File: src/rtl/rx_fifo_pkg.sv
package rx_fifo_pkg;

  typedef enum logic {
    TIMING_CELLBUS = 1'b0,
    TIMING_CASCADE = 1'b1
  } timing_e;

  localparam int unsigned CHAR_W      = 12;
  localparam int unsigned STORE_DEPTH = 256;

endpackage

File: src/rtl/rx_fifo_store.sv
module rx_fifo_store #(
  parameter int unsigned DATA_W = 12,
  parameter int unsigned DEPTH  = 256,
  localparam int unsigned PTR_W = $clog2(DEPTH),
  localparam int unsigned CNT_W = $clog2(DEPTH) + 1
) (
  input  logic              clk,
  input  logic              rst_n,
  input  logic              clear,
  input  logic              wr_req,
  input  logic [DATA_W-1:0] wr_data,
  input  logic              rd_req,
  output logic              rd_fire,
  output logic [DATA_W-1:0] head_data,
  output logic [CNT_W-1:0]  count_next,
  output logic              overflow
);

  logic [DATA_W-1:0] mem [DEPTH];
  logic [PTR_W-1:0]  wptr_q, wptr_d, rptr_q, rptr_d;
  logic [CNT_W-1:0]  count_q;
  logic              ovf_q, ovf_d;
  logic              is_full, is_empty, wr_go, rd_go;

  assign is_full  = (count_q == CNT_W'(DEPTH));
  assign is_empty = (count_q == '0);
  assign wr_go    = wr_req && !is_full && !clear;
  assign rd_go    = rd_req && !is_empty && !clear;
  assign rd_fire  = rd_go;
  assign head_data = mem[rptr_q];

  always_comb begin
    wptr_d     = wptr_q;
    rptr_d     = rptr_q;
    count_next = count_q;
    ovf_d      = ovf_q;
    if (clear) begin
      wptr_d     = '0;
      rptr_d     = '0;
      count_next = '0;
      ovf_d      = 1'b0;
    end else begin
      if (wr_req && is_full) ovf_d = 1'b1;
      if (wr_go) wptr_d = (wptr_q == PTR_W'(DEPTH - 1)) ? '0 : wptr_q + PTR_W'(1);
      if (rd_go) rptr_d = (rptr_q == PTR_W'(DEPTH - 1)) ? '0 : rptr_q + PTR_W'(1);
      unique case ({wr_go, rd_go})
        2'b10:   count_next = count_q + CNT_W'(1);
        2'b01:   count_next = count_q - CNT_W'(1);
        default: count_next = count_q;
      endcase
    end
  end

  always_ff @(posedge clk or negedge rst_n) begin
    if (!rst_n) begin
      wptr_q  <= '0;
      rptr_q  <= '0;
      count_q <= '0;
      ovf_q   <= 1'b0;
    end else begin
      wptr_q  <= wptr_d;
      rptr_q  <= rptr_d;
      count_q <= count_next;
      ovf_q   <= ovf_d;
    end
  end

  always_ff @(posedge clk) begin
    if (wr_go) mem[wptr_q] <= wr_data;
  end

  assign overflow = ovf_q;

  assert_empty_read_holds_R2: assert property (@(posedge clk) disable iff (!rst_n)
    (rd_req && is_empty && !clear) |=> (rptr_q == $past(rptr_q)));

  assert_overflow_sticky_R6: assert property (@(posedge clk) disable iff (!rst_n)
    (ovf_q && !clear) |=> ovf_q);

  assert_count_steady_R7: assert property (@(posedge clk) disable iff (!rst_n)
    (wr_go && rd_go) |=> (count_q == $past(count_q)));

  assert_count_bound_R4: assert property (@(posedge clk) disable iff (!rst_n)
    count_q <= CNT_W'(DEPTH));

endmodule

File: src/rtl/rx_fifo_flags.sv
module rx_fifo_flags #(
  parameter int unsigned DEPTH      = 256,
  parameter int unsigned FULL_SLACK = 8,
  parameter int unsigned BIST_LEN   = 511,
  localparam int unsigned CNT_W     = $clog2(DEPTH) + 1,
  localparam int unsigned BW        = $clog2(BIST_LEN),
  localparam int unsigned FULL_AT   = DEPTH - FULL_SLACK,
  localparam int unsigned HALF_AT   = DEPTH / 2
) (
  input  logic             clk,
  input  logic             rst_n,
  input  logic             clear,
  input  logic             bypass,
  input  logic             bist_on,
  input  logic [CNT_W-1:0] count_next,
  output logic             full_flag,
  output logic             half_flag
);

  logic [BW-1:0] bist_cnt_q, bist_cnt_d;
  logic          bist_wrap;
  logic          full_d, half_d;

  assign bist_wrap = (bist_cnt_q == BW'(BIST_LEN - 1));

  always_comb begin
    bist_cnt_d = bist_cnt_q;
    if (clear || !bist_on) bist_cnt_d = '0;
    else if (bist_wrap)     bist_cnt_d = '0;
    else                    bist_cnt_d = bist_cnt_q + BW'(1);
  end

  always_comb begin
    full_d = 1'b0;
    half_d = 1'b0;
    if (bist_on && !clear) begin
      full_d = bist_wrap;
    end else if (!bypass) begin
      full_d = (count_next >= CNT_W'(FULL_AT));
      half_d = (count_next >= CNT_W'(HALF_AT));
    end
  end

  always_ff @(posedge clk or negedge rst_n) begin
    if (!rst_n) begin
      bist_cnt_q <= '0;
      full_flag  <= 1'b0;
      half_flag  <= 1'b0;
    end else begin
      bist_cnt_q <= bist_cnt_d;
      full_flag  <= full_d;
      half_flag  <= half_d;
    end
  end

  assert_bypass_quiet_R8: assert property (@(posedge clk) disable iff (!rst_n)
    (bypass && !bist_on) |=> (!full_flag && !half_flag));

  assert_bist_range_R11: assert property (@(posedge clk) disable iff (!rst_n)
    (32'(bist_cnt_q) < BIST_LEN));

endmodule

File: src/rtl/rx_char_fifo.sv
module rx_char_fifo
  import rx_fifo_pkg::*;
#(
  parameter int unsigned DATA_W     = CHAR_W,
  parameter int unsigned DEPTH      = STORE_DEPTH,
  parameter int unsigned FULL_SLACK = 8,
  parameter int unsigned BIST_LEN   = 511
) (
  input  logic              clk,
  input  logic              rst_n,
  input  logic [1:0]        reset_pins_n,
  input  logic              cascade_mode,
  input  logic              bypass_en,
  input  logic              addr_match,
  input  logic              bist_on,
  input  logic              wr_en,
  input  logic [DATA_W-1:0] wr_data,
  input  logic              rd_en_pin,
  output logic [DATA_W-1:0] rd_data,
  output logic              rd_data_oe,
  output logic              full_pin,
  output logic              full_oe,
  output logic              half_n,
  output logic              half_oe,
  output logic              overflow
);

  localparam int unsigned CNT_W = $clog2(DEPTH) + 1;

  timing_e           mode;
  logic [1:0]        rst_sync_q;
  logic              rst_int_n;
  logic              clear, rd_active, rd_fire;
  logic [DATA_W-1:0] head_data, byp_q, byp_d, rdat_q, rdat_d;
  logic              oe_q;
  logic [CNT_W-1:0]  count_next;
  logic              full_flag, half_flag;

  always_ff @(posedge clk or negedge rst_n) begin
    if (!rst_n) rst_sync_q <= 2'b00;
    else        rst_sync_q <= {rst_sync_q[0], 1'b1};
  end
  assign rst_int_n = rst_sync_q[1];

  assign mode      = timing_e'(cascade_mode);
  assign rd_active = (mode == TIMING_CASCADE) ? rd_en_pin : !rd_en_pin;
  assign clear     = (reset_pins_n != 2'b11);

  rx_fifo_store #(.DATA_W(DATA_W), .DEPTH(DEPTH)) u_store (
    .clk        (clk),
    .rst_n      (rst_int_n),
    .clear      (clear),
    .wr_req     (wr_en && !bypass_en),
    .wr_data    (wr_data),
    .rd_req     (rd_active && !bypass_en),
    .rd_fire    (rd_fire),
    .head_data  (head_data),
    .count_next (count_next),
    .overflow   (overflow)
  );

  rx_fifo_flags #(.DEPTH(DEPTH), .FULL_SLACK(FULL_SLACK), .BIST_LEN(BIST_LEN)) u_flags (
    .clk        (clk),
    .rst_n      (rst_int_n),
    .clear      (clear),
    .bypass     (bypass_en),
    .bist_on    (bist_on),
    .count_next (count_next),
    .full_flag  (full_flag),
    .half_flag  (half_flag)
  );

  always_comb begin
    byp_d  = byp_q;
    rdat_d = rdat_q;
    if (bypass_en) begin
      if (wr_en)     byp_d  = wr_data;
      if (rd_active) rdat_d = byp_q;
    end else if (rd_fire) begin
      rdat_d = head_data;
    end
  end

  always_ff @(posedge clk or negedge rst_int_n) begin
    if (!rst_int_n) begin
      byp_q  <= '0;
      rdat_q <= '0;
      oe_q   <= 1'b0;
    end else begin
      byp_q  <= byp_d;
      rdat_q <= rdat_d;
      oe_q   <= rd_active;
    end
  end

  assign rd_data    = rdat_q;
  assign rd_data_oe = oe_q;
  assign full_pin   = (mode == TIMING_CASCADE) ? full_flag : !full_flag;
  assign full_oe    = addr_match;
  assign half_n     = !half_flag;
  assign half_oe    = (reset_pins_n != 2'b00);

  assert_rd_oe_on_R3: assert property (@(posedge clk) disable iff (!rst_int_n)
    rd_active |=> rd_data_oe);

  assert_rd_oe_off_R3: assert property (@(posedge clk) disable iff (!rst_int_n)
    !rd_active |=> !rd_data_oe);

  assert_bypass_hold_R8: assert property (@(posedge clk) disable iff (!rst_int_n)
    (bypass_en && !rd_active) |=> $stable(rd_data));

endmodule

File: config.mk
export PLATFORM = sky130hd
export DESIGN_NAME = rx_char_fifo
export DESIGN_NICKNAME = d
export VERILOG_FILES = /design/src/rtl/rx_fifo_pkg.sv /design/src/rtl/rx_fifo_store.sv /design/src/rtl/rx_fifo_flags.sv /design/src/rtl/rx_char_fifo.sv
export SDC_FILE = /design/constraint.sdc
export NUM_CORES = 2
export LEC_CHECK = 0
export ABC_CLOCK_PERIOD_IN_PS = 5300
export BUFFER_PORTS_ARGS = -buffer_cell sky130_fd_sc_hd__buf_2
export CORE_MARGIN = 5
export CORE_UTILIZATION = 25
export CTS_BUF_LIST = sky130_fd_sc_hd__clkbuf_8
export CTS_CLUSTER_DIAMETER = 200
export DETAILED_ROUTE_END_ITERATION = 8
export PLACE_DENSITY = 0.35
export SETUP_SLACK_MARGIN = 0.02
export SYNTH_ARGS = -nofsm -noshare
export SYNTH_HDL_FRONTEND = slang
export SYNTH_HIERARCHICAL = 1
export SYNTH_SLANG_ARGS = --single-unit
File: constraint.sdc
create_clock -name clk -period 5.3 [get_ports clk]
set_input_delay 1.06 -clock clk [delete_from_list [all_inputs] [get_ports clk]]
set_output_delay 1.06 -clock clk [all_outputs]
set_load 0.02 [all_outputs]
# After elaboration in Yosys (flattened, before gate mapping)

Memories as Yosys holds them, arrays and structs flattened.
Index checks and enable logic that the tools add are counted.
Widths: inputs -> output; s select.

Register bits: 64
Memories: 1
Bits in read-only memories: 0
RAM bits: 3072
Input bits: 22
Latch bits: 0

Bitwise logic cells: 0
Magnitude comparators: 2
Reduce and logical (&&, ||, !) cells: 25
Divide/modulo/power cells: 0
Mux-type cells: 23
Shift operators: 0
Multipliers: 0
$add $sub $neg: 5
Eq/ne operators: 8

Memory list:

| name        | words | width | rd ports | clocked after Yosys merged registers in | wr ports | line                | source |
|---|---|---|---|---|---|---|---|
| u_store.mem | 256   | 12    | 1        | 0                                       | 1        | rx_fifo_store.sv:19 | `logic [DATA_W-1:0] mem [DEPTH];` |

Operators with widths:

| cell                | number |
|---|---|
| $mux 8              | 6 |
| $mux 12             | 3 |
| $mux 9              | 3 |
| $add 9x1->9 const B | 2 |
| $eq 9x9->1 const B  | 2 |
| $ge 9x8->1 const B  | 2 |
| $pmux 9 s2          | 1 |
| $add 8x1->8 const B | 2 |
| $eq 8x8->1 const B  | 2 |
| $mux 1              | 10 |
| $reduce_bool 2->1   | 5 |
| $logic_not 9->1     | 1 |
| $sub 9x1->9 const B | 1 |
| $logic_and 1x1->1   | 8 |
| $logic_not 1->1     | 8 |
| $reduce_and 2->1    | 2 |
| $eq 2x1->1 const B  | 1 |
| $eq 2x2->1 const B  | 1 |
| $ne 2x1->1 const B  | 1 |
| $ne 2x2->1 const B  | 1 |
| $logic_or 1x1->1    | 1 |

# Depth between registers and ports, before layout

Word-level depth: 11
Depth in mapped cells: 17

# Cells and area by module

The synthesis kept the hierarchy.

Modules (own cells, without submodules):

| module        | sequential area each (um^2) | area an instance (um^2) | cells each | times used |
|---|---|---|---|---|
| rx_fifo_store | 92899.1                     | 120885.9                | 5615       | 1 |
| rx_char_fifo  | 675.6                       | 1139.8                  | 80         | 1 |
| rx_fifo_flags | 275.3                       | 578.1                   | 60         | 1 |

# Worst setup path before layout

No wires, ideal clock.

Path kind: input to register
Start: in wr_en
End: reg u_flags.full_flag
Stages on the path: 16
Arrival: 4.596 ns
Buffers on the path: 0
Path slack: 0.578 ns
Required time: 5.174 ns
Path through: nor2b_1 -> inv_1 -> a31oi_1 -> nor2b_1 -> inv_1 -> ha_1 -> fa_1 -> a21o_1 -> a21oi_1 -> o21bai_1 -> a2111oi_0 -> nor3_1 -> nor3b_1 -> mux2_2 -> a31oi_1 -> o31ai_1

Cells in the longest elaborated chain, start to end: 9
Elaborated cells on any way between the ends: 10
Classes of those cells: order compare: 1; eq/ne: 2; mux: 4; reduce/logical: 3

Ends and longest elaborated chain:

| item                                            | line                | source |
|---|---|---|
| from (decl)                                     | rx_char_fifo.sv:16  | `input logic wr_en,` |
| $logic_and 1x1->1 *                             | rx_char_fifo.sv:53  | `.wr_req (wr_en && !bypass_en),` |
| $logic_and 1x1->1 * (2 in series)               | rx_fifo_store.sv:27 | `assign wr_go = wr_req && !is_full && !clear;` |
| $eq 2x1->1 / $eq 2x2->1 (equally long branches) | rx_fifo_store.sv:46 | `unique case ({wr_go, rd_go})` |
| $pmux 9 s2 *                                    | rx_fifo_store.sv:46 |  |
| $mux 9 *                                        | rx_fifo_store.sv:37 | `if (clear) begin` |
| via count_next[8]                               | rx_char_fifo.sv:36  | `logic [CNT_W-1:0] count_next;` |
| $ge 9x8->1 *                                    | rx_fifo_flags.sv:39 | `full_d = (count_next >= CNT_W'(FULL_AT));` |
| $mux 1 *                                        | rx_fifo_flags.sv:38 | `end else if (!bypass) begin` |
| $mux 1 *                                        | rx_fifo_flags.sv:36 | `if (bist_on && !clear) begin` |
| via u_flags.full_d                              | rx_fifo_flags.sv:22 | `logic full_d, half_d;` |
| to (signal assigned)                            | rx_fifo_flags.sv:51 | `full_flag <= full_d;` |
| to (decl)                                       | rx_fifo_flags.sv:16 | `output logic full_flag,` |

Mark *: on every way through the listed nets, which the timed path passes. The rest lies on a longest branch.
A chain may end at the register's enable or synchronous reset.

# Final worst setup path

Start: reg u_store.rptr_q[1]
End: reg rdat_q[11] (netlist: rd_data[11])

Cells in the longest elaborated chain, start to end: 3

Ends and longest elaborated chain:

| item                   | line                | source |
|---|---|---|
| from (decl)            | rx_fifo_store.sv:20 | `logic [PTR_W-1:0] wptr_q, wptr_d, rptr_q, rptr_d;` |
| from (signal assigned) | rx_fifo_store.sv:62 | `rptr_q <= rptr_d;` |
| $mem_v2 256x12         | -                   |  |
| via head_data[11]      | rx_char_fifo.sv:34  | `logic [DATA_W-1:0] head_data, byp_q, byp_d, rdat_q, rdat_d;` |
| $mux 12                | rx_char_fifo.sv:79  | `end else if (rd_fire) begin` |
| $mux 12                | rx_char_fifo.sv:76  | `if (bypass_en) begin` |
| to (signal assigned)   | rx_char_fifo.sv:91  | `rdat_q <= rdat_d;` |
| to (decl)              | rx_char_fifo.sv:34  |  |

The timed path passes the listed nets, and every way through them passes these cells. The select of a mux whose other input is x is not followed.

==> results.toml <==
[outcome]
status = "finished clean"

[drt]
drtIter0Drc = 5332
wl_mm = 412
drtPass1Iterations = 5
wl_per_cell_microns = 30.5
via_per_inst = 4.64
drc = 0
ant_nets = 0
num_vias = 62666

[yosys]
synthFlopType = "edfxtp_1"
synth_nets = 5793
synth.most_common_cell = "edfxtp_1"
synthTopCellsByArea = "edfxtp_1 75%, mux4_2 12%, mux2i_1 2.8%"
yosysSeqAreaShare = 0.765
yosys.area.top_type_share = 0.752
yosysTopAreaCell = "edfxtp_1"
synth-edff-count = 3072
syn_inst = 5755
async_reset_ff_frac = 0.0204
synth_area_sq_mm = 0.123
synth_seq_cells = 3136
synth_commonest_cells = "3,072 x edfxtp_1, 636 x mux4_2, 341 x mux2i_1"
syn_area_per_cell_sq_um = 21.3
yosysWarningCount = 6
ys_types = 81

[floorplan]
ios = 40
rows = 257
die_x_microns = 710
dieArea_sq_mm = 0.505
die_h_microns = 710
core_sq_mm = 0.489
start_util = 0.251

[clock_tree]
clkLatencyLatePin_ps = 1210
clock_sinks = 3136
cts_buffer_depth = 4
clk_pin_slew_worst_paths_ps = 60
cts_root_buffer = "clkbuf_8"
numCtsBuffers = 567
cts_tree = "built"
htree_levels = 6
postCtsSetupBuffers = 0

[placement]
portBuffers = 37
placed_cell_area_sq_mm = 0.134
dpl.hpwl_mm = 254
routabilityCongestion = 0.772

[critical_path]
cp.arrival_ps = 5990
setup.worst_path.start_class = "register"
path_class = "reg2reg"
reg2reg_to = "rd_data[11]"
cp-end-kind = "register"
critical_path_required_ps = 6390
worst-r2r-cell-count = 12
cp_max_fo = 29
ff2ff_setup_slack_ps = 400
worstReg2RegStart = "u_store/rptr_q[1]"

[sta]
finalMaxSlewViolations = 0
tightest_slew_ps = 1160
period_share = 0.925
finalSetupTns_ps = 0
hold_ws_ps = 261
setup_viol = 0
max_slew_margin = 0.203
skew_ps = 64.1
finalHoldViolations = 0
fmax_mhz = 204
rsz0062_at_grt = "no"
period_needed_ps = 4900

[global_route]
track_usage = 0.160
grt.met2_usage = 0.263
grt_pass1_wl_mm = 563
grt_pass1_vias = 65151
grt-busiest-layer = "met2"
antenna_found_initial = 43
grt_use_met3 = 0.0252
use_met1 = 0.222
grt_max_degree = 114
grt_overflow_total = 0

[final_layout]
final-seq-area_sq_mm = 0.0939
nFillCells = 48167
fin_nets = 6611
area_growth_pct = 17.4
multi_input_comb_area_sq_mm = 0.0265
drive_gt1_frac = 0.281
fin_util = 0.294
design_area_sq_mm = 0.144

[power]
total_leakage_power_nw = 44.1
power.density_mw_per_mm2 = 339
ir_drop_v = 0.000226
power_mw = 48.8

[min_path]
hold_start = "reset_pins_n[1]"
holdPathStages = 3
holdCritPathClass = "in2reg"
hold_end = "u_store/count_q[2]"

[run]
max-cap-violations = 0
[worst max path at each step]
stage                            startpoint                 to  slack (ps)
after floorplan                       wr_en  u_flags/full_flag         580
after detailed placement       cascade_mode  u_flags/full_flag         360
after global placement            bypass_en  u_flags/full_flag         240
after CTS                 u_store/rptr_q[0]         rd_data[2]         390
final                     u_store/rptr_q[1]        rd_data[11]         400
after global routing      u_store/rptr_q[0]         rd_data[7]         340
[worst max-delay path, stage by stage, from the launching register on]
cell	delay, ps
dfrtp_4	1190
buf_12	320
buf_4	370
mux4_1	380
mux4_2	610
o211ai_1	250
nand2_1	80
nor3_1	480
buf_4	260
o32a_1	180
o21ai_1	150
or2b_1	290
o221a_1	110
[per-stage QoR]
stage / worst slack, ps / std cells
final: 400 / 13496
after global routing: 336 / 13481
after CTS: 387 / 13476
after detailed placement: 360 / 12474
after global placement: 243 / 12474
after floorplan: 578 / 5755
[sequential cells by signal, summed over array words and instances, names as in the netlist]
signal              flops
u_flags/half_flag       1
u_store/wptr_q          8
rd_data                12
u_store/count_q         9
rst_sync_q              2
rd_data_oe              1
u_store/overflow        1
byp_q                  12
u_flags/bist_cnt_q      9
u_flags/full_flag       1
u_store/mem          3072
u_store/rptr_q          8
[cells in the final DEF (no fill, tap or decap), types with 60 or more instances in the layout]
cell type,netlist,layout
edfxtp_1,3072,3072
mux4_2,636,636
clkbuf_8,0,586
buf_4,24,486
mux2i_1,341,341
nor2_1,335,333
inv_1,17,199
nand2_1,168,159
clkinv_1,0,137
a21oi_1,94,94
o21ai_0,75,75
o221ai_1,73,73
buf_12,28,65
a221oi_1,60,60
[layout make-up]
| type | count | area share |
|---|---|---|
| multi-input cells | 2257 | 0.184 |
| clock buffers | 586 | 0.0561 |
| repair buffers | 593 | 0.0369 |
| clock inverters | 411 | 0.0137 |
| diodes | 20 | 0.000348 |
| well taps | 6475 | 0.0563 |
| inverters | 18 | 0.000530 |
| flip-flops and latches | 3136 | 0.652 |
[timing repair]
| action | CTS | global route |
|---|---|---|
| setup endpoints to repair | 0 | 0 |
| resized for setup | 0 | 0 |
| hold buffers | 5 | 0 |
| endpoints found under the hold margin | 5 | 0 |
[report_power, final]
| part | total, mW | switching, mW | internal [mW] |
|---|---|---|---|
| combinational | 0.752 | 0.612 | 0.141 |
| clock | 20.8 | 10.2 | 10.5 |
| sequential | 27.3 | 0.0430 | 27.3 |
[per-layer routing]
layer  part of all wire  vias to the layer above
li1                   -                    25918
met1               0.45                    34449
met2               0.48                     1752
met3              0.049                      547
met4              0.024                        0
met5                  0                        -
[cells by family after synthesis]
kind of cell,after synthesis,share of synthesized area
AO/OA/AOI/OAI,525,0.0309
XOR/XNOR,15,0.00113
adder cells (fa/ha/maj),16,0.00169
buffers and inverters,362,0.0196
flip-flops,3136,0.765
multiplexers,1054,0.159
other,1,0.0000306
AND/OR/NAND/NOR,646,0.0224
No activity file was read; power rests on OpenSTA's default activity.
